--- src/rtl/uart_rxf_pkg.sv ---
package uart_rxf_pkg;
  localparam int FRAME_W = 9;
  localparam int LEN_W   = 4;

  // Bit periods a line must stay high to count as an idle frame
  function automatic logic [LEN_W-1:0] idle_span(input logic word9, input logic stop2);
    logic [LEN_W-1:0] data_bits;
    logic [LEN_W-1:0] stop_bits;
    data_bits = word9 ? LEN_W'(9) : LEN_W'(8);
    stop_bits = stop2 ? LEN_W'(2) : LEN_W'(1);
    return LEN_W'(1) + data_bits + stop_bits;
  endfunction

  // Address mark sits in the top bit of the configured word
  function automatic logic mark_of(input logic [FRAME_W-1:0] word, input logic word9);
    return word9 ? word[8] : word[7];
  endfunction
endpackage

--- src/rtl/rxf_idle_det.sv ---
module rxf_idle_det
  import uart_rxf_pkg::*;
(
  input  logic             clk,
  input  logic             rst_n,
  input  logic             bit_tick,
  input  logic             line_level,
  input  logic             frm_valid,
  input  logic [LEN_W-1:0] span,
  output logic             hit
);
  logic [LEN_W-1:0] run_cnt;
  logic             armed;

  // Hit on the tick that completes the span; a later low sample cannot undo it
  assign hit = bit_tick && line_level && armed && !frm_valid &&
               ((run_cnt + LEN_W'(1)) >= span);

  always_ff @(posedge clk or negedge rst_n) begin
    if (!rst_n) begin
      run_cnt <= '0;
      armed   <= 1'b0;
    end else if (frm_valid) begin
      run_cnt <= '0;
      armed   <= 1'b1;
    end else if (bit_tick) begin
      if (!line_level) run_cnt <= '0;
      else if (run_cnt < span) run_cnt <= run_cnt + LEN_W'(1);
      if (hit) armed <= 1'b0;
    end
  end
endmodule

--- src/rtl/rxf_mute_ctl.sv ---
module rxf_mute_ctl
  import uart_rxf_pkg::*;
#(
  parameter int ADDR_W = 4
) (
  input  logic               clk,
  input  logic               rst_n,
  input  logic               word9,
  input  logic               addr_en,
  input  logic [ADDR_W-1:0]  node_addr,
  input  logic               mute_req,
  input  logic               frm_valid,
  input  logic [FRAME_W-1:0] frm_data,
  output logic               muted,
  output logic               accept,
  output logic               wake
);
  logic is_addr;
  logic match;

  assign is_addr = addr_en && mark_of(frm_data, word9);
  assign match   = (frm_data[ADDR_W-1:0] == node_addr);
  assign wake    = frm_valid && muted && is_addr && match;
  assign accept  = frm_valid && (muted ? wake : !(is_addr && !match));

  always_ff @(posedge clk or negedge rst_n) begin
    if (!rst_n) muted <= 1'b0;
    else if (wake) muted <= 1'b0;
    else if (!muted && frm_valid && is_addr && !match) muted <= 1'b1;
    else if (!muted && mute_req && addr_en) muted <= 1'b1;
  end
endmodule

--- src/rtl/rxf_seq_flag.sv ---
module rxf_seq_flag (
  input  logic clk,
  input  logic rst_n,
  input  logic set_ev,
  input  logic sr_rd,
  input  logic dr_acc,
  output logic flag
);
  logic armed;

  always_ff @(posedge clk or negedge rst_n) begin
    if (!rst_n) begin
      flag  <= 1'b0;
      armed <= 1'b0;
    end else if (set_ev) begin
      // A fresh event cancels any half-done clear sequence
      flag  <= 1'b1;
      armed <= 1'b0;
    end else if (dr_acc && armed) begin
      flag  <= 1'b0;
      armed <= 1'b0;
    end else if (sr_rd && flag) begin
      armed <= 1'b1;
    end
  end
endmodule

--- src/rtl/uart_rx_flags.sv ---
module uart_rx_flags
  import uart_rxf_pkg::*;
#(
  parameter int ADDR_W = 4
) (
  input  logic               clk,
  input  logic               rst_n,
  input  logic               cfg_word9,
  input  logic               cfg_stop2,
  input  logic               cfg_addr_en,
  input  logic [ADDR_W-1:0]  cfg_node_addr,
  input  logic               mute_req,
  input  logic               frm_valid,
  input  logic [FRAME_W-1:0] frm_data,
  input  logic               frm_parity_ok,
  input  logic               bit_tick,
  input  logic               line_level,
  input  logic               sr_rd,
  input  logic               dr_rd,
  input  logic               dr_wr,
  output logic [FRAME_W-1:0] rx_data,
  output logic               flag_pe,
  output logic               flag_idle,
  output logic               flag_rxne,
  output logic               flag_muted
);
  localparam int NSEQ = 2;

  logic             ev_accept;
  logic             ev_wake;
  logic             ev_idle_hit;
  logic             ev_par_err;
  logic [LEN_W-1:0] span;
  logic [NSEQ-1:0]  seq_set;
  logic [NSEQ-1:0]  seq_flag;

  assign span       = idle_span(cfg_word9, cfg_stop2);
  assign ev_par_err = ev_accept && !frm_parity_ok;

  rxf_idle_det u_idle (
    .clk(clk), .rst_n(rst_n), .bit_tick(bit_tick), .line_level(line_level),
    .frm_valid(frm_valid), .span(span), .hit(ev_idle_hit)
  );

  rxf_mute_ctl #(.ADDR_W(ADDR_W)) u_mute (
    .clk(clk), .rst_n(rst_n), .word9(cfg_word9), .addr_en(cfg_addr_en),
    .node_addr(cfg_node_addr), .mute_req(mute_req), .frm_valid(frm_valid),
    .frm_data(frm_data), .muted(flag_muted), .accept(ev_accept), .wake(ev_wake)
  );

  // Index 0: parity error, index 1: idle
  assign seq_set = {ev_idle_hit, ev_par_err};

  for (genvar g = 0; g < NSEQ; g++) begin : g_seq
    rxf_seq_flag u_flag (
      .clk(clk), .rst_n(rst_n), .set_ev(seq_set[g]), .sr_rd(sr_rd),
      .dr_acc(dr_rd || dr_wr), .flag(seq_flag[g])
    );
  end

  assign flag_pe   = seq_flag[0];
  assign flag_idle = seq_flag[1];

  always_ff @(posedge clk or negedge rst_n) begin
    if (!rst_n) begin
      flag_rxne <= 1'b0;
      rx_data   <= '0;
    end else if (ev_accept) begin
      flag_rxne <= 1'b1;
      rx_data   <= frm_data;
    end else if (dr_rd) begin
      flag_rxne <= 1'b0;
    end
  end
endmodule

--- config.mk ---
export PLATFORM = sky130hd
export DESIGN_NAME = uart_rx_flags
export DESIGN_NICKNAME = d
export VERILOG_FILES = /design/src/rtl/uart_rxf_pkg.sv /design/src/rtl/rxf_idle_det.sv /design/src/rtl/rxf_mute_ctl.sv /design/src/rtl/rxf_seq_flag.sv /design/src/rtl/uart_rx_flags.sv
export SDC_FILE = /design/constraint.sdc
export NUM_CORES = 1
export LEC_CHECK = 0
export BUFFER_PORTS_ARGS = -buffer_cell sky130_fd_sc_hd__buf_2
export CORE_MARGIN = 5
export CORE_UTILIZATION = 49
export CTS_CLUSTER_DIAMETER = 120
export DETAILED_ROUTE_END_ITERATION = 12
export PLACE_DENSITY = 0.87
export SYNTH_ARGS = -nofsm -noshare
export SYNTH_HDL_FRONTEND = slang
export SYNTH_SLANG_ARGS = --single-unit
--- constraint.sdc ---
create_clock -name clk -period 2.4 [get_ports clk]
set_input_delay 0.48 -clock clk [delete_from_list [all_inputs] [get_ports clk]]
set_output_delay 0.48 -clock clk [all_outputs]
set_load 0.05 [all_outputs]
# After elaboration in Yosys (flattened, before gate mapping)

Cells that the tools add are included.

Flip-flop bits (word level): 20
Bits in latches: 0
Bits in writable memories: 0
Memory bits (read-only): 0
Bits of input ports: 26
Output and inout bits: 13
Word-level logic and storage cells: 78
Memories: 0

Add/sub/neg operators: 3
Multiply operators: 0
Divide/modulo/power cells: 0
Magnitude comparators: 2
Eq/ne operators: 2
Shifts and indexed selects: 0
Muxes and demuxes: 26
Bitwise logic cells: 0
Reductions and logical operators: 36

Operators with widths:

| cell                                                  | number |
|---|---|
| 2-to-1 mux 1 bit                                      | 21 |
| logical AND 1 bit                                     | 20 |
| 2-to-1 mux 4 bit                                      | 4 |
| nonzero test 2 bit                                    | 5 |
| nonzero test 3 bit                                    | 3 |
| logical NOT 1 bit                                     | 5 |
| adder 1 x 4 -> 4 bit, first input constant            | 1 |
| adder 4 x 1 -> 4 bit, second input constant           | 1 |
| adder 4 x 2 -> 4 bit                                  | 1 |
| == test 4 bit                                         | 1 |
| >= comparator 4 bit                                   | 1 |
| < comparator 4 bit                                    | 1 |
| AND reduction 2 bit                                   | 2 |
| inequality test 3 x 2 -> 1 bit, second input constant | 1 |
| 2-to-1 mux 2 bit                                      | 1 |
| logical OR 1 bit                                      | 1 |

# Longest topological paths before layout

Depth in word-level cells: 8
Mapped depth: 8

# Modules after synthesis

A second synthesis with hierarchy kept.

Cells, all modules: 115
Area total of the unflattened synthesis: 1,229.9 µm²

By module, submodules not included:

| module        | times used | cells each | area each (µm²) | sequential area each (µm²) |
|---|---|---|---|---|
| rxf_idle_det  | 1          | 55         | 476.7           | 125.1 |
| uart_rx_flags | 1          | 28         | 449.2           | 250.2 |
| rxf_seq_flag  | 2          | 7          | 80.1            | 50.0 |
| rxf_mute_ctl  | 1          | 18         | 143.9           | 25.0 |

# Worst setup path after synthesis

Ideal clock, no wire load.

Kind: flip-flop to flip-flop
Start point: register u_idle.run_cnt[0]
End point: register g_seq[1].u_flag.flag
Setup time: 0.121 ns
Arrival: 1.875 ns
Data required time: 2.279 ns
Slack: 0.404 ns
Cell stages (with the launch flop): 9
Period minus slack after synthesis: 1.996 ns
Cells stage by stage: dfrtp_1 > ha_1 > nor2b_1 > or2_2 > ha_1 > or2_2 > o22ai_1 > nor4_2 > a22o_1

Cells in the longest elaborated chain, start to end: 4

RTL lines:

| item                                                   | line               | RTL |
|---|---|---|
| start: declaration                                     | rxf_idle_det.sv:12 | `logic [LEN_W-1:0] run_cnt;` |
| start signal: assignment                               | rxf_idle_det.sv:28 | `else if (run_cnt < span) run_cnt <= run_cnt + LEN_W'(1);` |
| adder 4 x 1 -> 4 bit (*)                               | rxf_idle_det.sv:17 | `((run_cnt + LEN_W'(1)) >= span);` |
| >= comparator 4 bit (*)                                | rxf_idle_det.sv:17 |  |
| logical AND 1 bit (*)                                  | rxf_idle_det.sv:16 | `assign hit = bit_tick && line_level && armed && !frm_valid &&` |
| 2-to-1 mux 1 bit or nonzero test 2 bit (tied branches) | n/a                |  |
| end signal: assignment                                 | rxf_seq_flag.sv:13 | `flag <= 1'b0;` |
| end signal: assignment                                 | rxf_seq_flag.sv:17 | `flag <= 1'b1;` |
| end signal: assignment                                 | rxf_seq_flag.sv:20 | `flag <= 1'b0;` |
| end: declaration                                       | rxf_seq_flag.sv:7  | `output logic flag` |

Mark *: on every way between the ends. The rest lies on a longest branch, timed or not.
A chain may end at the register's enable or synchronous reset.

# Worst setup path in the final report

Ends and elaborated chain as after synthesis.

==> impl_results.md <==
* Total negative slack at 0 ns
* Leak at 0.000725 uW
* Design area at 0.00141 mm^2
* Initial antenna violation count at 0
* Synth Cell Area at 0.00115 mm^2
* # DRC at 0
* CTS Buf Count at 3
* Worst-path clk slew at 0.11 ns
* Commonest cells in the netlist: dfrtp_1, ha_1, mux2_4, nor2_1, inv_1
* Post-synth EDFFs at 0
* Worst setup SP type: register
* Status: completed
* Slew Limit Headroom at 0.700
* Pwr/cell area at 980 mW/mm^2
* Synth top area cells: dfrtp_1, mux2_4, ha_1
* Final core occ at 0.631
* Sequential-to-total area share from yosys stat at 0.435
* Register bit total from synthesis at 20
* Reg2Reg Depth at 8
* Cell Rows at 17
* Total power at 1380 uW
* Post-CTS sizing at 0
* CTS tree: built
* Core Region at 0.00223 mm^2
* Count of final setup violators at 0
* Netlist cell types at 30
* Dpl cell area at 0.00136 mm^2
* R2R Path End: g_seq[1].u_flag.flag
* YS warnings at 0
* ANT cells at 0
* Ports at 39
* Layout area overhead at 22.4%
* Port Buffers at 38
* CP Launch Point: u_idle.run_cnt[0]
* Post-Synthesis Net Count at 133
* Top Usage Layer GRT: met2
* Worst Path Arrival at 2.32 ns
* WS Path Type: register to register
* Hold Violations, Final at 0
* Non-Filler Instances at 167
* Critical path, cell by cell: ha_1, nor2b_1, or2_2, ha_1, or2_2, o22ai_1, nor4_2, a22o_1
* Remaining Overflow, GRT at 0
* Share of post-route cells with drive strength above 1 at 0.446
* Peak VDD IR at 0.000975 V
* Vias in the first global route at 909
* Root Driver: clkbuf_4
* Mapped Cells at 98
* Fmax at 0.472 GHz
* Total wire length at 2500 um
* Reg-to-Reg Start: u_idle.run_cnt[0]
* Crit path required time at 2.60 ns
* Gr usage total at 0.161
* Max-Cap Viols at 0
* Unrepaired setup endpoints after global routing: no
* Largest net degree at the start of global routing at 21
* Initial DRC count at 40
* Clk_lat worst skew at 0.30 ns
* Hold_buf cts at 0
* Global-route wire length before repair at 4180 um
* Leading area contributor after synthesis: dfrtp_1
* Worst-Margin Slew at 0.449 ns
* Setup bufs post-CTS at 0
* Chip width at 58.5 um
* WP depth at 8
* Share of flip-flops with an asynchronous set or reset at 1.00
* HPWL Detailed at 2080 um
* Slowest stage cell, crit path: dfrtp_1
* DR vias/cell at 5.30
* Met1 GRT Util at 0.183
* Die Ht at 58.5 um
* Die area at 0.00342 mm^2
* First-pass DRT Iterations at 4
* Synth Flop Type: dfrtp_1
* Fill count at 183
* HP Class: input pin to async pin
* Worst Skew at 0.00591 ns
* Met3 usage at 0.0482
* Total clock sinks at 20
* Final min period at 2.12 ns
* CP Max Fanout at 6
* Buf/Inv on CP at 0
* Final ANT Viol Nets at 0
* R2r setup slk at 0.28 ns
* Routed vias at 885
* Layout Nets at 175
* Crit. End Element: register
* CP endpoint: g_seq[1].u_flag.flag
* CP peak stage delay at 0.45 ns
* Gp weighted congestion at 0.798
* Period utilisation layout at 0.884
* Clk buf depth at 2
* Htree depth at 1
* GR Util met2 at 0.290
* Cell family with most CP delay: simple AND/OR/NAND/NOR gates
* Initial core utilization at 0.515
* Wire per inst at 15.0 um
* Yosys top cell area share at 0.435
* Most frequent cell after synthesis: dfrtp_1
* Placed Cells at 163
* Count of final max-slew check failures at 0
* Syn_area_per_cell at 11.7 um^2
-- placed cells by master (no fill, tap or decap), types with 2 or more instances in the layout --
master	netlist	layout
ha_1	9	9
dfrtp_1	20	20
nand2b_1	2	2
inv_1	6	6
a21oi_1	4	4
a31oi_1	2	2
nand2_1	5	5
nor2b_1	4	4
buf_2	0	38
mux2_2	4	4
o21ai_0	3	3
or2_2	2	2
xnor2_1	4	4
nor2_1	8	8
mux2_4	8	8
clkbuf_4	0	3
mux2i_1	2	2
-- cell families after synthesis --
| kind of cell | Yosys count | synth area share |
|---|---|---|
| DFF | 20 | 0.435 |
| AOI/OAI and AO/OA | 18 | 0.116 |
| xor gates and xnor gates | 5 | 0.0380 |
| adders and majority gates | 9 | 0.0978 |
| muxes | 14 | 0.161 |
| and+or+nand+nor | 25 | 0.115 |
| buffers and inverters | 7 | 0.0370 |
-- registers in the layout, summed over array words and instances (netlist names) --
name	count
u_idle.run_cnt	4
u_mute.muted	1
rx_data	9
u_idle.armed	1
g_seq.u_flag.flag	2
g_seq.u_flag.armed	2
flag_rxne	1
-- metal layers --
layer | routed length, um | vias to the layer above
met4 | 21 | 0
met1 | 961 | 435
met3 | 128 | 5
li1 | - | 424
met2 | 1390 | 21
met5 | 0 | -
-- where the power goes --
group          internal (uW)  switching (uW)
logic                    202             428
registers                430            54.7
clock network            169            97.5
total                    801             580
-- metrics by stage --
stage	worst slack, ns	hold slack, ns
finish	0.280	0.0986
global route	0.181	0.109
CTS	0.277	0.103
detailed placement	0.283	0.438
global placement	0.360	0.437
floorplan	0.404	0.184
-- worst reg2reg max path, stage by stage (launching register included) --
cell and delay (ns):
dfrtp_1 0.45, ha_1 0.24, nor2b_1 0.14, or2_2 0.27, ha_1 0.19, or2_2 0.27, o22ai_1 0.14, nor4_2 0.09
a22o_1 0.24
-- worst min path at each step --
stage	start	to	slack (ns)	cells after the start
finish	rst_n	rx_data[4]	0.1	1
global route	rst_n	rx_data[4]	0.11	1
detailed placement	rst_n	rx_data[4]	0.44	1
floorplan	rst_n	flag_rxne	0.18	0
CTS	rst_n	rx_data[4]	0.10	1
global placement	rst_n	rx_data[4]	0.44	1
-- final cells by class --
type,count,area (um^2),share of cell area
tap,28,35.0,0.0249
clock buffer,3,22.5,0.0160
clock inverter,1,30.0,0.0213
timing repair buffer,38,190,0.135
inverter,6,22.5,0.0160
multi-input combinational,71,608,0.432
sequential,20,500,0.355
Power figures use the tool's default switching activity.
